--- src/rtl/awr_pkg.sv ---
package awr_pkg;

    localparam int IDX_W    = 4;
    localparam int N_LOCAL  = 7;
    localparam int N_GLOBAL = 3;
    localparam int N_ARG    = 4;
    localparam int N_RET    = 2;
    localparam int FRAME_WORDS = N_LOCAL + N_ARG + N_RET;
    localparam int GLB_BASE = N_LOCAL;
    localparam int ARG_BASE = GLB_BASE + N_GLOBAL;
    localparam int RET_BASE = ARG_BASE + N_ARG;

    typedef enum logic [1:0] {
        SLOT_LOCAL  = 2'd0,
        SLOT_GLOBAL = 2'd1,
        SLOT_ARG    = 2'd2,
        SLOT_RET    = 2'd3
    } slot_e;

    typedef enum logic [1:0] {
        WIN_BASE = 2'd0,
        WIN_MID  = 2'd1,
        WIN_FULL = 2'd2
    } win_state_e;

    function automatic slot_e slot_of(input logic [IDX_W-1:0] idx);
        if (int'(idx) < GLB_BASE)      return SLOT_LOCAL;
        else if (int'(idx) < ARG_BASE) return SLOT_GLOBAL;
        else if (int'(idx) < RET_BASE) return SLOT_ARG;
        else                           return SLOT_RET;
    endfunction

    function automatic logic [2:0] offset_of(input logic [IDX_W-1:0] idx);
        int r;
        if (int'(idx) < GLB_BASE)      r = int'(idx);
        else if (int'(idx) < ARG_BASE) r = int'(idx) - GLB_BASE;
        else if (int'(idx) < RET_BASE) r = int'(idx) - ARG_BASE;
        else                           r = int'(idx) - RET_BASE;
        return r[2:0];
    endfunction

    // position of a slot inside one physical frame: locals, then args, then rets
    function automatic int frame_word(input slot_e s, input logic [2:0] off);
        unique case (s)
            SLOT_ARG: return N_LOCAL + int'(off);
            SLOT_RET: return N_LOCAL + N_ARG + int'(off);
            default:  return int'(off);
        endcase
    endfunction

endpackage

--- src/rtl/awr_window_ctrl.sv ---
module awr_window_ctrl #(
    parameter int LEVELS = 8,
    localparam int LVL_W = $clog2(LEVELS),
    localparam int OCC_W = $clog2(LEVELS + 1)
) (
    input  logic             clk,
    input  logic             rst,
    input  logic             call_i,
    input  logic             ret_i,
    output logic [LVL_W-1:0] cur_lvl_o,
    output logic [LVL_W-1:0] nxt_lvl_o,
    output logic [LVL_W-1:0] prv_lvl_o,
    output logic             ovf_o,
    output logic             unf_o
);
    import awr_pkg::*;

    localparam logic [LVL_W-1:0] LVL_TOP = LVL_W'(LEVELS - 1);
    localparam logic [OCC_W-1:0] OCC_ONE = OCC_W'(1);
    localparam logic [OCC_W-1:0] OCC_MAX = OCC_W'(LEVELS);

    win_state_e       state_q, state_d;
    logic [OCC_W-1:0] occ_q, occ_d;
    logic [LVL_W-1:0] lvl_q, lvl_d;
    logic             ovf_d, unf_d;
    logic             do_call, do_ret;

    assign do_call = call_i & ~ret_i;
    assign do_ret  = ret_i & ~call_i;

    assign nxt_lvl_o = (lvl_q == LVL_TOP) ? '0 : lvl_q + 1'b1;
    assign prv_lvl_o = (lvl_q == '0) ? LVL_TOP : lvl_q - 1'b1;
    assign cur_lvl_o = lvl_q;

    // next-state logic
    always_comb begin
        occ_d   = occ_q;
        lvl_d   = lvl_q;
        ovf_d   = 1'b0;
        unf_d   = 1'b0;
        if (do_call) begin
            lvl_d = nxt_lvl_o;
            unique case (state_q)
                WIN_FULL: ovf_d = 1'b1;            // push_spill
                default:  occ_d = occ_q + 1'b1;    // push
            endcase
        end else if (do_ret) begin
            lvl_d = prv_lvl_o;
            unique case (state_q)
                WIN_BASE: unf_d = 1'b1;            // pop_fill
                default:  occ_d = occ_q - 1'b1;    // pop
            endcase
        end
        if (occ_d == OCC_ONE)      state_d = WIN_BASE;
        else if (occ_d == OCC_MAX) state_d = WIN_FULL;
        else                       state_d = WIN_MID;
    end

    // state register
    always_ff @(posedge clk) begin
        if (rst) begin
            state_q <= WIN_BASE;
            occ_q   <= OCC_ONE;
            lvl_q   <= '0;
        end else begin
            state_q <= state_d;
            occ_q   <= occ_d;
            lvl_q   <= lvl_d;
        end
    end

    // output flags
    always_ff @(posedge clk) begin
        if (rst) begin
            ovf_o <= 1'b0;
            unf_o <= 1'b0;
        end else begin
            ovf_o <= ovf_d;
            unf_o <= unf_d;
        end
    end

    assert_occ_range_R7: assert property (@(posedge clk) disable iff (rst)
        (occ_q >= OCC_ONE) && (occ_q <= OCC_MAX));

    assert_ovf_cause_R7: assert property (@(posedge clk) disable iff (rst)
        ovf_o |-> ($past(call_i) && !$past(ret_i) && ($past(state_q) == WIN_FULL)));

    assert_unf_cause_R8: assert property (@(posedge clk) disable iff (rst)
        unf_o |-> ($past(ret_i) && !$past(call_i) && ($past(state_q) == WIN_BASE)));

    assert_level_hold_R6: assert property (@(posedge clk) disable iff (rst)
        (call_i == ret_i) |=> $stable(lvl_q));

endmodule

--- src/rtl/awr_global_store.sv ---
module awr_global_store #(
    parameter int DW = 16
) (
    input  logic          clk,
    input  logic          rst,
    input  logic          we,
    input  logic [2:0]    wr_off,
    input  logic [DW-1:0] wr_data,
    input  logic [2:0]    rd_off_a,
    input  logic [2:0]    rd_off_b,
    output logic [DW-1:0] rd_a,
    output logic [DW-1:0] rd_b
);
    import awr_pkg::*;

    logic [DW-1:0] greg [N_GLOBAL];

    for (genvar g = 0; g < N_GLOBAL; g++) begin : g_reg
        always_ff @(posedge clk) begin
            if (rst)
                greg[g] <= '0;
            else if (we && (int'(wr_off) == g))
                greg[g] <= wr_data;
        end
    end

    assign rd_a = (int'(rd_off_a) < N_GLOBAL) ? greg[rd_off_a[1:0]] : '0;
    assign rd_b = (int'(rd_off_b) < N_GLOBAL) ? greg[rd_off_b[1:0]] : '0;

    assert_global_write_R3: assert property (@(posedge clk) disable iff (rst)
        (we && (int'(wr_off) < N_GLOBAL)) |=> (greg[$past(wr_off[1:0])] == $past(wr_data)));

endmodule

--- src/rtl/awr_frame_store.sv ---
module awr_frame_store #(
    parameter int DW     = 16,
    parameter int LEVELS = 8,
    localparam int LVL_W = $clog2(LEVELS),
    localparam int DEPTH = LEVELS * awr_pkg::FRAME_WORDS,
    localparam int AW    = $clog2(DEPTH)
) (
    input  logic              clk,
    input  logic              we,
    input  logic [LVL_W-1:0]  wr_lvl,
    input  awr_pkg::slot_e    wr_slot,
    input  logic [2:0]        wr_off,
    input  logic [DW-1:0]     wr_data,
    input  logic [LVL_W-1:0]  rd_lvl,
    input  awr_pkg::slot_e    rd_slot [2],
    input  logic [2:0]        rd_off  [2],
    output logic [DW-1:0]     rd_data [2]
);
    import awr_pkg::*;

    logic [DW-1:0] mem [DEPTH];
    logic [AW-1:0] wr_addr;

    assign wr_addr = AW'(int'(wr_lvl) * FRAME_WORDS + frame_word(wr_slot, wr_off));

    always_ff @(posedge clk) begin
        if (we)
            mem[wr_addr] <= wr_data;
    end

    for (genvar p = 0; p < 2; p++) begin : g_rport
        logic [AW-1:0] rd_addr;
        assign rd_addr    = AW'(int'(rd_lvl) * FRAME_WORDS + frame_word(rd_slot[p], rd_off[p]));
        assign rd_data[p] = mem[rd_addr];
    end

endmodule

--- src/rtl/awr_regfile.sv ---
module awr_regfile #(
    parameter int DW     = 16,
    parameter int LEVELS = 8,
    localparam int LVL_W = $clog2(LEVELS)
) (
    input  logic             clk,
    input  logic             rst,
    input  logic [3:0]       rd_idx_a,
    output logic [DW-1:0]    rd_data_a,
    input  logic [3:0]       rd_idx_b,
    output logic [DW-1:0]    rd_data_b,
    input  logic             wr_en,
    input  logic [3:0]       wr_idx,
    input  logic [DW-1:0]    wr_data,
    input  logic             call_i,
    input  logic             ret_i,
    output logic [LVL_W-1:0] level_o,
    output logic             ovf_o,
    output logic             unf_o
);
    import awr_pkg::*;

    logic [LVL_W-1:0] cur_lvl, nxt_lvl, prv_lvl, wr_lvl;
    slot_e            wr_slot;
    logic [2:0]       wr_off;
    slot_e            rd_slot [2];
    logic [2:0]       rd_off  [2];
    logic [DW-1:0]    frm_rd  [2];
    logic [DW-1:0]    glb_rd_a, glb_rd_b;
    logic             frm_we, glb_we;

    awr_window_ctrl #(.LEVELS(LEVELS)) u_win (
        .clk       (clk),
        .rst       (rst),
        .call_i    (call_i),
        .ret_i     (ret_i),
        .cur_lvl_o (cur_lvl),
        .nxt_lvl_o (nxt_lvl),
        .prv_lvl_o (prv_lvl),
        .ovf_o     (ovf_o),
        .unf_o     (unf_o)
    );

    assign wr_slot = slot_of(wr_idx);
    assign wr_off  = offset_of(wr_idx);
    assign rd_slot[0] = slot_of(rd_idx_a);
    assign rd_slot[1] = slot_of(rd_idx_b);
    assign rd_off[0]  = offset_of(rd_idx_a);
    assign rd_off[1]  = offset_of(rd_idx_b);

    // write target frame: asymmetric for argument and return slots
    always_comb begin
        unique case (wr_slot)
            SLOT_ARG: wr_lvl = nxt_lvl;
            SLOT_RET: wr_lvl = prv_lvl;
            default:  wr_lvl = cur_lvl;
        endcase
    end

    assign frm_we = wr_en && (wr_slot != SLOT_GLOBAL);
    assign glb_we = wr_en && (wr_slot == SLOT_GLOBAL);

    awr_frame_store #(.DW(DW), .LEVELS(LEVELS)) u_frames (
        .clk     (clk),
        .we      (frm_we),
        .wr_lvl  (wr_lvl),
        .wr_slot (wr_slot),
        .wr_off  (wr_off),
        .wr_data (wr_data),
        .rd_lvl  (cur_lvl),
        .rd_slot (rd_slot),
        .rd_off  (rd_off),
        .rd_data (frm_rd)
    );

    awr_global_store #(.DW(DW)) u_globals (
        .clk      (clk),
        .rst      (rst),
        .we       (glb_we),
        .wr_off   (wr_off),
        .wr_data  (wr_data),
        .rd_off_a (rd_off[0]),
        .rd_off_b (rd_off[1]),
        .rd_a     (glb_rd_a),
        .rd_b     (glb_rd_b)
    );

    assign rd_data_a = (rd_slot[0] == SLOT_GLOBAL) ? glb_rd_a : frm_rd[0];
    assign rd_data_b = (rd_slot[1] == SLOT_GLOBAL) ? glb_rd_b : frm_rd[1];
    assign level_o   = cur_lvl;

    assert_local_rdback_R2: assert property (@(posedge clk) disable iff (rst)
        (wr_en && (wr_idx < 4'd7) && !call_i && !ret_i)
        |=> ((rd_idx_a != $past(wr_idx)) || (rd_data_a == $past(wr_data))));

endmodule

--- config.mk ---
export PLATFORM = sky130hd
export DESIGN_NAME = awr_regfile
export DESIGN_NICKNAME = d
export VERILOG_FILES = /design/src/rtl/awr_pkg.sv /design/src/rtl/awr_window_ctrl.sv /design/src/rtl/awr_global_store.sv /design/src/rtl/awr_frame_store.sv /design/src/rtl/awr_regfile.sv
export SDC_FILE = /design/constraint.sdc
export NUM_CORES = 2
export LEC_CHECK = 0
export BUFFER_PORTS_ARGS = -buffer_cell sky130_fd_sc_hd__buf_4
export CAP_MARGIN = 30
export CORE_AREA = 3 3 362 364
export DETAILED_ROUTE_END_ITERATION = 10
export DIE_AREA = 0 0 365 367
export PLACE_DENSITY = 0.8
export SLEW_MARGIN = 20
export SYNTH_ARGS = -nofsm -noshare
export SYNTH_HDL_FRONTEND = slang
export SYNTH_SLANG_ARGS = --single-unit
export TNS_END_PERCENT = 10
--- constraint.sdc ---
create_clock -name clk -period 6.35 [get_ports clk]
set_input_delay 0.635 -clock clk [delete_from_list [all_inputs] [get_ports clk]]
set_output_delay 0.635 -clock clk [all_outputs]
set_load 0.1 [all_outputs]
# [Yosys cells after proc, flatten, opt, wreduce, memory -nomap -nowiden]
# Memories as Yosys holds them, arrays and structs flattened.
# Cells that the tools add are included.
[totals] ff_bits=11 latch_bits=0 ramBits=1712 mem_bits_ro=0 elab_cells=132 mem_count=2
[mem_list] memory="u_frames.mem" depth=104 word_bits=16 read_ports=2 rd_clocked_by_memory_dff=0 write_ports=1 line="awr_frame_store.sv:21" rtl="logic [DW-1:0] mem [DEPTH];"
[mem_list] memory="u_globals.greg" depth=3 word_bits=16 read_ports=2 rd_clocked_by_memory_dff=0 write_ports=3 line="awr_global_store.sv:16" rtl="logic [DW-1:0] greg [N_GLOBAL];"
[op_classes] addsub=22 mul=2 div=0 order_cmp=11 eq_ne=16 shift=0 muxes=53 n_bitwise=9 n_reduce_logical=12
[ops] op="16-bit 2-to-1 mux" n=7
[ops] op="3-bit 2-to-1 mux" n=13
[ops] op="5-bit case mux with 2 select lines" n=3
[ops] op="4-bit < comparator, second input constant" n=6
[ops] op="7-bit adder" n=3
[ops] op="1-bit 2-to-1 mux" n=18
[ops] op="3-bit subtractor, second input constant" n=6
[ops] op="4-bit 2-to-1 mux" n=4
[ops] op="4-bit by 3-bit adder with 5-bit output, first input constant" n=3
[ops] op="2-bit equality test, second input constant" n=7
[ops] op="3-bit by 4-bit multiplier with 7-bit output, second input constant" n=2
[ops] op="2-bit 2-to-1 mux" n=7
[ops] op="3-bit by 3-bit adder with 4-bit output, first input constant" n=3
[ops] op="4-bit by 3-bit < comparator with 1-bit output, second input constant" n=3
[ops] op="3-bit by 2-bit subtractor with 3-bit output, second input constant" n=3
[ops] op="2-bit by 1-bit equality test with 1-bit output, second input constant" n=3
[ops] op="3-bit equality test, second input constant" n=2
[ops] op="3-bit zero test" n=2
[ops] op="3-bit by 2-bit < comparator with 1-bit output, second input constant" n=2
[ops] op="3-bit case mux with 2 select lines" n=1
[ops] op="1-bit logical AND" n=5
[ops] op="4-bit by 1-bit adder with 4-bit output, second input constant" n=1
[ops] op="4-bit by 1-bit equality test with 1-bit output, second input constant" n=1
[ops] op="4-bit equality test, second input constant" n=1
[ops] op="other kinds (12)" n=19

# [Logic depth before layout (Yosys ltp)]
[logic_depth] depth_word=11 depth_mapped=26 ltp_nobuf=22

# [Modules after synthesis]
# A second synthesis with hierarchy kept.
[unflattened] cells_unflattened=4592 area_unflattened_um2=84418.5
[by_module_without_submodules] mod="awr_frame_store" n_inst=1 cells_each=3965 area_per_inst_um2=78855.6 seq_area_each_um2=49967.9
[by_module_without_submodules] mod="awr_global_store" n_inst=1 cells_each=244 area_per_inst_um2=2824.0 seq_area_each_um2=1441.4
[by_module_without_submodules] mod="awr_regfile" n_inst=1 cells_each=295 area_per_inst_um2=1979.4 seq_area_each_um2=0.0
[by_module_without_submodules] mod="awr_window_ctrl" n_inst=1 cells_each=88 area_per_inst_um2=759.5 seq_area_each_um2=220.2

# [Least setup slack after synthesis]
# Ideal clock, no wire load.
[synth_path] path_kind="input-to-output" from="input rd_idx_a[1]" to="output rd_data_a[14]" t_arrival_ns=7.009 t_required_ns=5.715 setup_slack_ns=-1.294 stages=23 n_path_buf=5 cell_sequence="clkbuf_1 nand2b_1 o21ai_2 xor2_2 buf_2 inv_1 ha_1 inv_1 ha_1 and3_1 a21oi_1 o21ai_0 a21o_1 ha_1 nand2b_1 a21oi_4 xnor2_4 buf_6 buf_4 buf_1 o211a_1 a31oi_1 o21ai_0"
[synth_between] elab_chain_len=9
[synth_rtl] item="start: declaration" line="awr_regfile.sv:8" rtl="input logic [3:0] rd_idx_a,"
[synth_rtl] item="4-bit < comparator (tied with other cells)" line="awr_pkg.sv:29, awr_pkg.sv:37"
[synth_rtl] item="3-bit 2-to-1 mux or 1-bit 2-to-1 mux (tied branches)" line="awr_pkg.sv:37, awr_pkg.sv:29"
[synth_rtl] item="3-bit 2-to-1 mux or 2-bit 2-to-1 mux (tied branches)" line="awr_pkg.sv:36, awr_pkg.sv:28"
[synth_rtl] item="3-bit 2-to-1 mux or 2-bit 2-to-1 mux (tied branches)" line="awr_pkg.sv:35, awr_pkg.sv:27"
[synth_rtl] item="4-bit by 3-bit adder with 5-bit output (tied with other cells)" line="awr_pkg.sv:46" rtl="SLOT_RET: return N_LOCAL + N_ARG + int'(off);"
[synth_rtl] item="5-bit case mux with 2 select lines" line="awr_pkg.sv:44" rtl="unique case (s)"
[synth_rtl] item="7-bit adder" line="awr_frame_store.sv:33" rtl="assign rd_addr = AW'(int'(rd_lvl) * FRAME_WORDS + frame_word(rd_slot[p], rd_off[p]));"
[synth_rtl] item="memory 104 x 16 bit"
[synth_rtl] item="16-bit 2-to-1 mux (*)" line="awr_regfile.sv:88" rtl="assign rd_data_a = (rd_slot[0] == SLOT_GLOBAL) ? glb_rd_a : frm_rd[0];"
[synth_rtl] item="end: declaration" line="awr_regfile.sv:9" rtl="output logic [DW-1:0] rd_data_a,"
# Mark *: on every way between the ends. The rest lies on a longest branch, timed or not.

# [Final worst setup path]
[layout_path] from="input rd_idx_b[1]" to="output rd_data_b[3]"
[layout_between] elab_chain_len=9
[layout_rtl] item="start: declaration" line="awr_regfile.sv:10" rtl="input logic [3:0] rd_idx_b,"
[layout_rtl] item="4-bit < comparator (tied with other cells)" line="awr_pkg.sv:29, awr_pkg.sv:37"
[layout_rtl] item="3-bit 2-to-1 mux or 1-bit 2-to-1 mux (tied branches)" line="awr_pkg.sv:37, awr_pkg.sv:29"
[layout_rtl] item="3-bit 2-to-1 mux or 2-bit 2-to-1 mux (tied branches)" line="awr_pkg.sv:36, awr_pkg.sv:28"
[layout_rtl] item="3-bit 2-to-1 mux or 2-bit 2-to-1 mux (tied branches)" line="awr_pkg.sv:35, awr_pkg.sv:27"
[layout_rtl] item="4-bit by 3-bit adder with 5-bit output (tied with other cells)" line="awr_pkg.sv:46"
[layout_rtl] item="5-bit case mux with 2 select lines" line="awr_pkg.sv:44"
[layout_rtl] item="7-bit adder" line="awr_frame_store.sv:33"
[layout_rtl] item="memory 104 x 16 bit"
[layout_rtl] item="16-bit 2-to-1 mux (*)" line="awr_regfile.sv:89" rtl="assign rd_data_b = (rd_slot[1] == SLOT_GLOBAL) ? glb_rd_b : frm_rd[1];"
[layout_rtl] item="end: declaration" line="awr_regfile.sv:11" rtl="output logic [DW-1:0] rd_data_b,"
# Marked as above.

==> metrics.md <==
| Metric | Value |
|---|---|
| Highest-utilization routing layer at the global route stage | met2 |
| Switching portion of total power | approximately two fifths |
| Overall die width | 365 um |
| Iteration count of the initial detailed-routing pass | 7 |
| Post-Layout Cell Count | between 6000 and 7000 |
| Worst EP arrival | roughly 5700 ps |
| Combinational family with the most area after synthesis | multiplexers |
| Core Area | ~130000 sq um |
| Count of flip-flops with a built-in enable after synthesis | around 1700 |
| Cell Int Power | 25.3 mW |
| Area fraction in compound gates after synthesis | between 2 and 3% |
| Yosys Warn Count | 0 |
| Flops & latches, synth | between 1500 and 2000 |
| Worst IR drop on VDD | 0.349 mV |
| Via-to-Cell Ratio | between 7 and 8 |
| Simple-gate share of the synthesized area | about 3.7% |
| Starting utilization of the core area | between 60 and 70% |
| Number of sinks on the clock net | ~1700 |
| Fraction of layout cells with a size suffix above 1 | around 40% |
| Seq pwr share | between 30% and 40% |
| Path class of the lowest-slack min-delay path | input port to register |
| Fin Clk Skew | 39.8 ps |
| Area Growth Syn to Fin | 14.9% |
| Cell with the most instances after synthesis | sky130_fd_sc_hd__edfxtp_1 |
| Proportion of register bits with asynchronous set or reset after synthesis | 0% |
| Status | completed |
| Post-synthesis share of cell area spent on xor and xnor gates | less than 1% |
| Most used flip-flop cell after synthesis | sky130_fd_sc_hd__edfxtp_1 |
| WL final | between 200000 and 300000 um |
| Iteration-0 DRC Markers | between 9000 and 10000 |
| Highest cell delay on the worst timing path | roughly 800 ps |
| Die span in y | 367 um |
| Remaining design rule violation count | 0 |
| First-pass GRT wire length | between 300000 and 400000 um |
| Routed length per instance | about 42 um |
| Required time worst endpoint | about 5700 ps |
| Detailed placement HPWL | 165000 um |
| Final Max Tran Viols | 0 |
| Die Area | between 100000 and 150000 sq um |
| Vias | ~51000 |
| Synthesized Nets | around 4300 |
| Count of buffer and inverter cells on the critical path | 7 |
| P_sw | between 15 and 20 mW |
| Met2 Usage GRT | between 50% and 60% |
| Adder-cell share of the synthesized area | less than 1% |
| Leading cell types by total area after synthesis | sky130_fd_sc_hd__edfxtp_1 (63%), sky130_fd_sc_hd__mux4_2 (26%), sky130_fd_sc_hd__mux2i_1 (1.6%), sky130_fd_sc_hd__nand2_1 (1.4%), sky130_fd_sc_hd__nor2_1 (0.80%) |
| Final Hold Vio Count | 0 |
| Power density cells | approximately 440 nW/um^2 |
| Count of distinct cell types in the synthesized netlist | 65 |
| Via count of the first global-routing pass | roughly 50000 |
| Count of final setup violators | 0 |
| Port buffer count | 69 |
| Power share of the combinational group | 46.4% |
| Remaining Overflow, GRT | 0 |
| Pin count of the biggest net entering global routing | between 100 and 150 |
| Number of standard cells after synthesis | about 4200 |
| Ranking of synthesized cells by instance count | sky130_fd_sc_hd__edfxtp_1 (1712), sky130_fd_sc_hd__mux4_2 (945), sky130_fd_sc_hd__nand2_1 (305), sky130_fd_sc_hd__nor2_1 (175), sky130_fd_sc_hd__clkbuf_1 (143) |
| Share of Yosys cell area claimed by the top area cell type | between 60% and 70% |
| Total cell area at the placement stage | about 90000 sq um |
| Hold-fix buffers, CTS | 0 |
| Post-synthesis area per instance | 19.5 sq um |
| Fmax | between 0.15 and 0.2 GHz |
| Initial antenna violation count | 9 |
| TritonCTS clock tree | done |
| Worst-margin pin slew | between 1000 and 1500 ps |
| Final net count | 4679 |
| Number of antenna-violating nets in the routed design | 0 |
| Total routing resource utilization after global routing | 40.3% |
| Leakage power of the design | slightly above 30 nW |
| Final weighted congestion of routability-driven global placement | roughly 0.98 |
| Worst Setup Start Kind | input port |
| Post-synthesis cell type with the largest combined area | sky130_fd_sc_hd__edfxtp_1 |
| Inst Count DP | 6034 |
| I/O pin count | 70 |
| Share of synthesized area occupied by flip-flops and latches | between 60% and 70% |
| Library cell used as clock root buffer | sky130_fd_sc_hd__clkbuf_16 |
| Cell type of the slowest stage on the worst timing path | sky130_fd_sc_hd__fa_4 |
| Standard-cell rows | between 100 and 150 |
| Netlist area before placement | about 82000 sq um |
| RSZ-0062 raised after global routing | true |
| Worst Setup End Kind | output pin |
| GR Layer Usage met1 | 53.4% |
| Category of the most critical setup path | input port to output pin |
| Buffer depth of the longest clock path | 3 |
| Clock share of power | around 23% |
| Clock slew at the register clock pins of the worst setup and hold paths | approximately 60 ps |
| Number of CTS-inserted buffers | around 170 |
| Clock latency on the worst-skew pair | around 830 ps |
| Worst hold margin | approximately 110 ps |
| Crit-path leading delay family | adder cells |
| CTS H-tree depth | 4 |
| Met3 capacity usage during global routing | about 16% |
| CP cell instances | buf_4 > ha_4 > nand2_1 > o21ai_4 > xor2_4 > inv_1 > ha_1 > mux2i_2 > inv_1 > fa_4 > buf_16 > buf_4 > clkbuf_16 > mux4_2 > mux4_2 > nand2_1 > a21oi_1 > or3_1 > buf_6 |
| Worst max-slew margin expressed relative to the limit | 23.2% |
| Final clock period utilization by the worst path | between 90% and 100% |
| Share of cell area taken by muxes after synthesis | approximately 28% |
| Cell area after layout | 94300 sq um |
| Max-cap violations | 0 |
| Maximum fanout encountered on the critical timing path | 26 |
| Minimum clock period | between 6000 and 7000 ps |
==> layout by cell type, fill, tap and decap left out, types with 15 or more instances in the layout <==
cell,count
sky130_fd_sc_hd__a21oi_1,33
sky130_fd_sc_hd__a31oi_1,17
sky130_fd_sc_hd__clkinv_2,29
sky130_fd_sc_hd__clkbuf_16,179
sky130_fd_sc_hd__nand3_1,71
sky130_fd_sc_hd__ha_1,43
sky130_fd_sc_hd__nand4_1,15
sky130_fd_sc_hd__inv_1,25
sky130_fd_sc_hd__edfxtp_1,1712
sky130_fd_sc_hd__clkinv_1,39
sky130_fd_sc_hd__o21ai_0,59
sky130_fd_sc_hd__nor2_2,99
sky130_fd_sc_hd__buf_4,371
sky130_fd_sc_hd__mux2i_1,125
sky130_fd_sc_hd__nand2_1,297
sky130_fd_sc_hd__nor2_1,75
sky130_fd_sc_hd__a32oi_1,21
sky130_fd_sc_hd__mux4_2,945
sky130_fd_sc_hd__clkbuf_1,48
sky130_fd_sc_hd__a211oi_1,19
sky130_fd_sc_hd__buf_12,112
sky130_fd_sc_hd__and3_1,57
==> worst reg2reg max path, cell delays in order, from the launching register on <==
cell and delay (ps):
sky130_fd_sc_hd__dfxtp_1 310, sky130_fd_sc_hd__buf_4 190, sky130_fd_sc_hd__ha_1 300, sky130_fd_sc_hd__ha_1 350, sky130_fd_sc_hd__mux2i_1 80, sky130_fd_sc_hd__a21oi_1 510
sky130_fd_sc_hd__ha_1 360, sky130_fd_sc_hd__fa_1 460, sky130_fd_sc_hd__ha_1 340, sky130_fd_sc_hd__inv_1 90, sky130_fd_sc_hd__nor2_1 110, sky130_fd_sc_hd__nor2_1 50
sky130_fd_sc_hd__xnor2_1 610, sky130_fd_sc_hd__nor2b_1 480, sky130_fd_sc_hd__nand2_1 410, sky130_fd_sc_hd__nor2_2 450, sky130_fd_sc_hd__buf_12 220
==> flip-flops by register name (all words and copies together) (netlist names) <==
name and count:
u_win.occ_q 4, u_globals.greg 48, u_win.state_q 2, u_win.ovf_o 1, u_win.cur_lvl_o 3, u_win.unf_o 1
u_frames.mem 1664
==> stage by stage <==
stage          power, mW  TNS (ps)  util (%)  worst slack [ps]
4_1_cts             40.3      -806      73.0              -143
3_5_place_dp        30.8      -402      69.0              -166
6_report            41.9         0      73.8              45.6
3_3_place_gp        30.6      -539      68.9              -224
2_1_floorplan       23.5     -1960         -              -171
5_1_grt             42.6      -508      73.8             -82.9
==> power by group through the flow <==
| stage | clock [mW] | combinational, mW | sequential [mW] |
|---|---|---|---|
| after floorplan | 0 | 10.3 | 13.2 |
| after global placement | 0 | 17.5 | 13.1 |
| after detailed placement | 0 | 17.6 | 13.2 |
| after CTS | 9.52 | 17.9 | 12.9 |
| after global routing | 9.98 | 19.6 | 13.0 |
| final | 9.51 | 19.4 | 13.0 |
==> layer usage <==
metal  share of wire (%)  routed length (um)
met1                  32               84900
met3                  17               44800
met5               0.070                 188
met2                  45              121000
met4                 6.1               16200
==> cell families after synthesis <==
| family | after synthesis |
|---|---|
| flip-flops | 1723 |
| multiplexers | 1080 |
| XOR/XNOR | 32 |
| AND/OR/NAND/NOR | 684 |
| AO/OA/AOI/OAI | 310 |
| buffers and inverters | 333 |
| adder cells (fa/ha/maj) | 53 |
==> layout make-up <==
cell class | instances | area [sq um]
diodes | 6 | 15.0
clock buffers | 222 | 4530
clock inverters | 82 | 573
fillers | 6904 | 33400
inverters | 25 | 93.8
multi-input cells | 2159 | 29800
flip-flops and latches | 1723 | 51600
well taps | 1662 | 2080
repair buffers | 512 | 5580
==> what timing repair did <==
| action | in CTS | in global routing |
|---|---|---|
| endpoints found under the hold margin | 0 | 0 |
| setup buffers | 0 | 39 |
| pin swaps | 0 | 12 |
| setup endpoints to repair | 15 | 32 |
| gates cloned | 0 | 5 |
| resized for setup | 10 | 96 |
==> path summary, 6_finish.rpt <==
| path | start | endpoint | slack, ps | cells past startpoint |
|---|---|---|---|---|
| max | rd_idx_b[1] | rd_data_b[3] | 50 | 19 |
| min | rst | u_win.cur_lvl_o[2] | 110 | 2 |
| max reg2reg | u_win.cur_lvl_o[0] | u_frames.mem[60][9] | 710 | 16 |
| min reg2reg | u_win.state_q[0] | u_win.unf_o | 430 | 1 |
No activity file was read; power rests on OpenSTA's default activity.
